==> src/rtl/adc_fmt_pkg.sv <==
package adc_fmt_pkg;

  // Largest word width the index fields are sized for.
  localparam int MAX_SAMPLE_W = 16;
  localparam int IDX_W        = $clog2(MAX_SAMPLE_W);

  // Strobes and frame-scoped settings handed from control to datapath.
  typedef struct packed {
    logic             loadFrame;  // last cycle of a frame: latch next word
    logic             twoLane;    // active split mode for the current frame
    logic             lsbFirst;   // active bit order for the current frame
    logic             offsetBin;  // active output coding for the current frame
    logic [IDX_W-1:0] bitIdx;     // bit position within the frame
  } fmtCtrl_t;

endpackage

==> src/rtl/adc_fmt_ctrl.sv <==
module adc_fmt_ctrl
  import adc_fmt_pkg::*;
#(
  parameter int SAMPLE_W = 12
) (
  input  logic     clk,
  input  logic     rst_n,
  input  logic     cfgTwoLane,
  input  logic     cfgLsbFirst,
  input  logic     cfgOffsetBin,
  output fmtCtrl_t ctrl,
  output logic     frameClk,
  output logic     bitClk
);

  localparam int HALF_W = SAMPLE_W / 2;
  localparam int CYC_W  = $clog2(2 * SAMPLE_W);

  logic [CYC_W-1:0] cyc;
  logic [CYC_W-1:0] lastCyc;
  logic [CYC_W-1:0] halfCyc;
  logic             actTwoLane;
  logic             actLsbFirst;
  logic             actOffsetBin;
  logic             frameEnd;

  // Frame length in cycles follows the format latched for this frame.
  assign lastCyc  = actTwoLane ? CYC_W'(2 * HALF_W - 1) : CYC_W'(2 * SAMPLE_W - 1);
  assign halfCyc  = actTwoLane ? CYC_W'(HALF_W) : CYC_W'(SAMPLE_W);
  assign frameEnd = (cyc == lastCyc);

  always_ff @(posedge clk) begin
    if (!rst_n) begin
      cyc          <= '0;
      actTwoLane   <= 1'b1;
      actLsbFirst  <= 1'b0;
      actOffsetBin <= 1'b0;
    end else if (frameEnd) begin
      cyc          <= '0;
      actTwoLane   <= cfgTwoLane;
      actLsbFirst  <= cfgLsbFirst;
      actOffsetBin <= cfgOffsetBin;
    end else begin
      cyc <= cyc + CYC_W'(1);
    end
  end

  always_comb begin
    ctrl.loadFrame = frameEnd;
    ctrl.twoLane   = actTwoLane;
    ctrl.lsbFirst  = actLsbFirst;
    ctrl.offsetBin = actOffsetBin;
    ctrl.bitIdx    = IDX_W'(cyc >> 1);
  end

  // Bit clock: low in the first cycle of a bit, high in the second.
  assign bitClk   = cyc[0];
  // Frame clock: high through the first half of the frame's bits.
  assign frameClk = (cyc < halfCyc);

endmodule

==> src/rtl/adc_fmt_datapath.sv <==
module adc_fmt_datapath
  import adc_fmt_pkg::*;
#(
  parameter int NUM_CH   = 2,
  parameter int SAMPLE_W = 12
) (
  input  logic                       clk,
  input  logic                       rst_n,
  input  logic                       sampleValid,
  input  logic [NUM_CH*SAMPLE_W-1:0] samples,
  input  fmtCtrl_t                   ctrl,
  output logic [NUM_CH-1:0]          laneA,
  output logic [NUM_CH-1:0]          laneB
);

  localparam int HALF_W = SAMPLE_W / 2;

  logic [IDX_W-1:0] posA;
  logic [IDX_W-1:0] posB;

  // Bit positions are shared by all channels.
  always_comb begin
    if (ctrl.twoLane) begin
      posA = ctrl.lsbFirst ? IDX_W'(HALF_W) + ctrl.bitIdx
                           : IDX_W'(SAMPLE_W - 1) - ctrl.bitIdx;
    end else begin
      posA = ctrl.lsbFirst ? ctrl.bitIdx
                           : IDX_W'(SAMPLE_W - 1) - ctrl.bitIdx;
    end
    posB = ctrl.lsbFirst ? ctrl.bitIdx : IDX_W'(HALF_W - 1) - ctrl.bitIdx;
  end

  for (genvar ch = 0; ch < NUM_CH; ch++) begin : g_chan
    logic [SAMPLE_W-1:0] inWord;
    logic [SAMPLE_W-1:0] pendWord;
    logic [SAMPLE_W-1:0] frameWord;
    logic [SAMPLE_W-1:0] codedWord;

    assign inWord = samples[ch*SAMPLE_W +: SAMPLE_W];

    always_ff @(posedge clk) begin
      if (!rst_n) begin
        pendWord  <= '0;
        frameWord <= '0;
      end else begin
        if (sampleValid) begin
          pendWord <= inWord;
        end
        if (ctrl.loadFrame) begin
          frameWord <= sampleValid ? inWord : pendWord;
        end
      end
    end

    // Offset binary differs from two's complement only in the top bit.
    assign codedWord = {frameWord[SAMPLE_W-1] ^ ctrl.offsetBin, frameWord[SAMPLE_W-2:0]};

    assign laneA[ch] = codedWord[posA];
    assign laneB[ch] = ctrl.twoLane & codedWord[posB];
  end

endmodule

==> src/rtl/adc_serial_fmt.sv <==
module adc_serial_fmt
  import adc_fmt_pkg::*;
#(
  parameter int NUM_CH   = 2,
  parameter int SAMPLE_W = 12
) (
  input  logic                       clk,
  input  logic                       rst_n,
  input  logic                       sampleValid,
  input  logic [NUM_CH*SAMPLE_W-1:0] samples,
  input  logic                       cfgTwoLane,
  input  logic                       cfgLsbFirst,
  input  logic                       cfgOffsetBin,
  output logic [NUM_CH-1:0]          laneA,
  output logic [NUM_CH-1:0]          laneB,
  output logic                       frameClk,
  output logic                       bitClk
);

  fmtCtrl_t ctrlBus;
  logic     activeTwoLane;
  logic     activeLsbFirst;
  logic     frameLoad;

  adc_fmt_ctrl #(.SAMPLE_W(SAMPLE_W)) u_ctrl (
    .clk         (clk),
    .rst_n       (rst_n),
    .cfgTwoLane  (cfgTwoLane),
    .cfgLsbFirst (cfgLsbFirst),
    .cfgOffsetBin(cfgOffsetBin),
    .ctrl        (ctrlBus),
    .frameClk    (frameClk),
    .bitClk      (bitClk)
  );

  adc_fmt_datapath #(.NUM_CH(NUM_CH), .SAMPLE_W(SAMPLE_W)) u_data (
    .clk        (clk),
    .rst_n      (rst_n),
    .sampleValid(sampleValid),
    .samples    (samples),
    .ctrl       (ctrlBus),
    .laneA      (laneA),
    .laneB      (laneB)
  );

  // Frame-scoped state made visible for the bound checker.
  assign activeTwoLane  = ctrlBus.twoLane;
  assign activeLsbFirst = ctrlBus.lsbFirst;
  assign frameLoad      = ctrlBus.loadFrame;

endmodule

==> config.mk <==
export PLATFORM = sky130hd
export DESIGN_NAME = adc_serial_fmt
export DESIGN_NICKNAME = d
export VERILOG_FILES = /design/src/rtl/adc_fmt_pkg.sv /design/src/rtl/adc_fmt_ctrl.sv /design/src/rtl/adc_fmt_datapath.sv /design/src/rtl/adc_serial_fmt.sv
export SDC_FILE = /design/constraint.sdc
export NUM_CORES = 1
export LEC_CHECK = 0
export BUFFER_PORTS_ARGS = -buffer_cell sky130_fd_sc_hd__buf_2
export CORE_MARGIN = 1
export CORE_UTILIZATION = 57
export CTS_CLUSTER_SIZE = 12
export DETAILED_ROUTE_END_ITERATION = 10
export GPL_TIMING_DRIVEN = 0
export HOLD_SLACK_MARGIN = 0.03
export PLACE_DENSITY_LB_ADDON = 0.25
export SYNTH_ARGS = -nofsm -noshare
export SYNTH_HDL_FRONTEND = slang
export SYNTH_SLANG_ARGS = --single-unit
==> constraint.sdc <==
create_clock -name clk -period 3.3 [get_ports clk]
set_input_delay 0.66 -clock clk [delete_from_list [all_inputs] [get_ports clk]]
set_output_delay 0.66 -clock clk [all_outputs]
set_load 0.1 [all_outputs]
==> tab_implementation.tex <==
\begin{tabular}{lr}
\hline
Metric & Value \\
\hline
\multicolumn{2}{l}{\textbf{CTS}} \\
\quad Number of H-tree levels & 2 \\
\quad Clock root buffer & sky130\_fd\_sc\_hd\_\_clkbuf\_8 \\
\quad Clock-pin slew of the registers on the worst-case setup and hold paths & 90 ps \\
\quad \# hold bufs at CTS & 0 \\
\quad Source-to-sink clock delay at the later pin of the worst-skew pair & a little over 300 ps \\
\quad Cts bufs inserted & 5 \\
\quad Max Buffers Root-to-Sink & 2 \\
\quad CTS tree & built \\
\quad Clock sink total & 56 \\
\multicolumn{2}{l}{\textbf{STA}} \\
\quad Clock Skews & 9.61 ps \\
\quad Relative max-transition margin & roughly 53\% \\
\quad TNS Setup & 0 ps \\
\quad Worst hold slack after final layout & 484 ps \\
\quad Final critical delay including setup and external delays & 3200 ps \\
\quad RSZ-0062 raised after global routing & yes \\
\quad Share of the clock period used by the worst path & 97.1\% \\
\quad Setup Viol. Count Final & 0 \\
\quad Number of pins exceeding their max-slew limit in the final report & 0 \\
\quad Final Hold Fails & 0 \\
\quad Peak Freq & 0.312 GHz \\
\quad Slew at the pin with the worst max-slew slack & between 700 and 800 ps \\
\multicolumn{2}{l}{\textbf{Global route}} \\
\quad Total congestion overflow after global routing & 0 \\
\quad Global-route wire length before repair & slightly below 10000 um \\
\quad Maximum number of pins on one net before global-route repair & 18 \\
\quad Total Routing Usage GR & between 20 and 25\% \\
\quad Antenna violations before repair & 0 \\
\quad Number of global-route vias before repair & 2101 \\
\multicolumn{2}{l}{\textbf{Layout}} \\
\quad Area of the multi-input gates & roughly 1500 um2 \\
\quad Final instance area & 3160 um2 \\
\quad Register area & 1120 um2 \\
\quad Finished Core Util & 71.7\% \\
\quad Fin nets & around 360 \\
\quad Relative area change from synthesis to final layout & 19.1\% \\
\quad Layout cell share with drive strength beyond 1 & between 20\% and 30\% \\
\quad Most common library cell in the layout ignoring fill and taps & sky130\_fd\_sc\_hd\_\_nor2\_1 \\
\quad Count of inserted antenna diode cells & 0 \\
\quad Commonest non-fill, non-tap cells in the layout & 57 x sky130\_fd\_sc\_hd\_\_nor2\_1, 55 x sky130\_fd\_sc\_hd\_\_dfxtp\_1, 37 x sky130\_fd\_sc\_hd\_\_buf\_2, 31 x sky130\_fd\_sc\_hd\_\_mux2i\_1, 24 x sky130\_fd\_sc\_hd\_\_a211oi\_1 \\
\quad Number of fill cells & 337 \\
\multicolumn{2}{l}{\textbf{Drt}} \\
\quad Via/cell ratio & 5.79 \\
\quad Pre-Repair DR Iteration Count & 4 \\
\quad DR iter-0 viols & about 130 \\
\quad Total via count after detailed routing & 2164 \\
\quad Routed wire length & 5540 um \\
\quad Remaining design rule violation count & 0 \\
\quad Antenna Violating Nets Remaining & 0 \\
\quad Routed length per placed instance & 14.8 um \\
\multicolumn{2}{l}{\textbf{Pwr}} \\
\quad Pwr/cell area & approximately 420 nW/um2 \\
\quad Leak pwr & 1.30 nW \\
\quad Share of power burned in the clock network & 34.0\% \\
\quad Switching Share & about a quarter \\
\quad Peak supply drop & 0.307 mV \\
\quad Internal Pwr Total & 0.000997 W \\
\quad Switching power & 0.000323 W \\
\quad Power share of the sequential group & 53.5\% \\
\quad Combinational share of power & 12.5\% \\
\multicolumn{2}{l}{\textbf{Floorplan}} \\
\quad Core region area & between 4000 and 5000 um2 \\
\quad Initial cell density of the core & 60.2\% \\
\quad Die Outline Area & slightly below 5000 um2 \\
\quad Placement row count & 24 \\
\quad Chip Width & 70.3 um \\
\quad Die Span Y & 70.3 um \\
\quad Io pins & 36 \\
\multicolumn{2}{l}{\textbf{Logic synthesis}} \\
\quad Avg Inst Size Synth & 9.52 um2 \\
\quad Simple-gate share of the synthesized area & about 15\% \\
\quad Post-synthesis mux area share & 17.8\% \\
\quad Netlist Area Pre-Place & 2660 um2 \\
\quad Post-synth top area share & 42.2\% \\
\quad Xor/xnor cell area share of the yosys netlist & 3.91\% \\
\quad Complex-gate fraction of the synthesized area & about an eighth \\
\quad Synthesized flop and latch total & 56 \\
\quad Number of distinct library cell variants in the gate-level netlist after synthesis & 44 \\
\quad Share of flip-flops with an asynchronous set or reset & 0\% \\
\quad Number of instances in the synthesized netlist & 279 \\
\quad Number of nets produced by synthesis & 315 \\
\quad Most area-consuming cells after synthesis & sky130\_fd\_sc\_hd\_\_dfxtp\_1 42\%, sky130\_fd\_sc\_hd\_\_mux2i\_1 12\%, sky130\_fd\_sc\_hd\_\_nor2\_1 8.1\%, sky130\_fd\_sc\_hd\_\_a211oi\_1 7.1\%, sky130\_fd\_sc\_hd\_\_mux4\_2 4.2\% \\
\quad Share of the yosys chip area belonging to registers & between 40\% and 50\% \\
\quad Post-synthesis share of cell area spent on full adders, half adders and majority gates & 2.83\% \\
\quad Cell type contributing the most total cell area after synthesis & sky130\_fd\_sc\_hd\_\_dfxtp\_1 \\
\quad Synthesis Warnings & 0 \\
\quad Number of flops mapped to enable cells by yosys & 0 \\
\quad Post-synth top flop & sky130\_fd\_sc\_hd\_\_dfxtp\_1 \\
\quad Combinational family with the most area after synthesis & multiplexers \\
\multicolumn{2}{l}{\textbf{Critical path}} \\
\quad Number of cells traversed by the worst register-to-register path & 8 \\
\quad Top delay family on crit path & buffers and inverters \\
\quad Critical Path Sink & laneB[0] \\
\quad Critical Path AT & 2540 ps \\
\quad Data required time at the worst endpoint & 2640 ps \\
\quad Crit Path Class & reg2out \\
\quad Worst stage delay on the critical path & about 500 ps \\
\quad RR Endpoint & u\_ctrl.actTwoLane \\
\quad Stages on worst setup path & 10 \\
\quad Internal reg-to-reg setup slack & 790 ps \\
\quad Sort of element at the start of the critical path & flop \\
\quad Worst setup path startpoint & u\_ctrl.cyc[2] \\
\quad Critical path endpoint category & output pin \\
\quad Reg-to-Reg Start & u\_ctrl.cyc[2] \\
\quad Critical Path Fanout Max & 10 \\
\quad Buf+Inv Stages, Crit Path & 4 \\
\quad Cell with the biggest individual delay on the critical path & sky130\_fd\_sc\_hd\_\_mux4\_2 \\
\quad Critical-path cell list & buf\_6 -> clkbuf\_16 -> clkinvlp\_4 -> ha\_4 -> nand2b\_4 -> nand2\_4 -> mux4\_2 -> nand2\_1 -> a311oi\_4 -> buf\_12 \\
\multicolumn{2}{l}{\textbf{Placed design}} \\
\quad Detailed-placement wirelength estimate & 4200 um \\
\quad Standard cell area after detailed placement & between 2000 and 3000 um2 \\
\quad Global placement routability congestion & 0.844 \\
\quad Number of buffer cells added on primary ports & 34 \\
\multicolumn{2}{l}{\textbf{Run}} \\
\quad Max cap viols & 0 \\
\multicolumn{2}{l}{\textbf{Worst hold path}} \\
\quad Worst hold-check path type & reg2reg \\
\multicolumn{2}{l}{\textbf{Status}} \\
\quad Run status & completed \\
\hline
\end{tabular}
-- cell type report --
class,instances,share of cell area [%]
tap,52,2.06
clock buffer,6,2.29
clock inverter,2,1.23
multi-input combinational,195,47.2
timing repair buffer,35,6.72
sequential,56,35.5
inverter,7,0.949
buffer,21,4.07
-- sequential cells by signal, summed over array words and instances, names as in the netlist --
name	flops
u_data.g_chan.pendWord	24
u_ctrl.actTwoLane	1
u_ctrl.actLsbFirst	1
u_data.g_chan.frameWord	24
u_ctrl.cyc	5
u_ctrl.actOffsetBin	1
-- cell usage after synthesis, drive strengths merged, types with 2 or more instances --
cell and count:
buf 12, nor2 57, dfxtp 56, nand2b 4
nor2b 3, clkbuf 9, ha 6, nand2 12
a31oi 3, nor3 3, mux4 6, xnor2 8
a211oi 25, mux2 2, o21ai 5, xor2 3
o211ai 2, inv 7, nand3 3, mux2i 31
nand4 2, a21oi 4, a311oi 2
-- worst min-delay path by stage --
stage | from | end | slack, ps | cells past startpoint
4_1_cts | u_ctrl.cyc[0] | u_ctrl.cyc[0] | 470 | 1
3_5_place_dp | u_ctrl.cyc[0] | u_ctrl.cyc[0] | 450 | 1
6_report | u_ctrl.cyc[0] | u_ctrl.cyc[0] | 480 | 1
2_1_floorplan | u_data.g_chan[0].pendWord[0] | u_data.g_chan[0].pendWord[0] | 460 | 2
3_3_place_gp | u_ctrl.cyc[0] | u_ctrl.cyc[0] | 450 | 1
5_1_grt | u_data.g_chan[0].frameWord[9] | u_data.g_chan[0].frameWord[9] | 530 | 2
-- power groups by stage --
| stage | registers, W | logic, W | clock network, W |
|---|---|---|---|
| finish | 0.000706 | 0.000165 | 0.000449 |
| CTS | 0.000706 | 0.000163 | 0.000455 |
| global placement | 0.000720 | 0.000150 | 0 |
| floorplan | 0.000725 | 0.000108 | 0 |
| detailed placement | 0.000721 | 0.000153 | 0 |
| global route | 0.000709 | 0.000181 | 0.000483 |
-- through the flow --
| step | worst slack (ps) | total power (W) | std cells |
|---|---|---|---|
| 4_1_cts | 12.1 | 0.00132 | 374 |
| 3_5_place_dp | -179 | 0.000874 | 365 |
| 5_1_grt | -11.5 | 0.00137 | 374 |
| 3_3_place_gp | -152 | 0.000870 | 365 |
| 2_1_floorplan | -134 | 0.000833 | 279 |
| 6_report | 95.7 | 0.00132 | 374 |
-- kinds of logic (layout without fill, tap and decap cells) --
kind of cell | Yosys count | in the layout
flops | 56 | 56
buf+inv | 28 | 71
xor+xnor | 11 | 11
mux | 39 | 39
simple gates | 90 | 90
compound gates | 49 | 49
fa+ha+maj | 6 | 6
-- timing repair --
action	4_1_cts	5_1_grt
gates resized for setup	18	7
setup buffers	1	0
setup endpoints to repair	4	4
gates cloned	0	0
pin swaps	1	1
-- routing by layer --
metal	wire (um)	GRT usage, %	up-vias
met3	277	5.48	9
met4	76	8.00	0
met2	2630	39.5	54
met1	2560	33.2	1033
li1	-	-	1068
met5	0	0	-
Power figures use the tool's default switching activity.
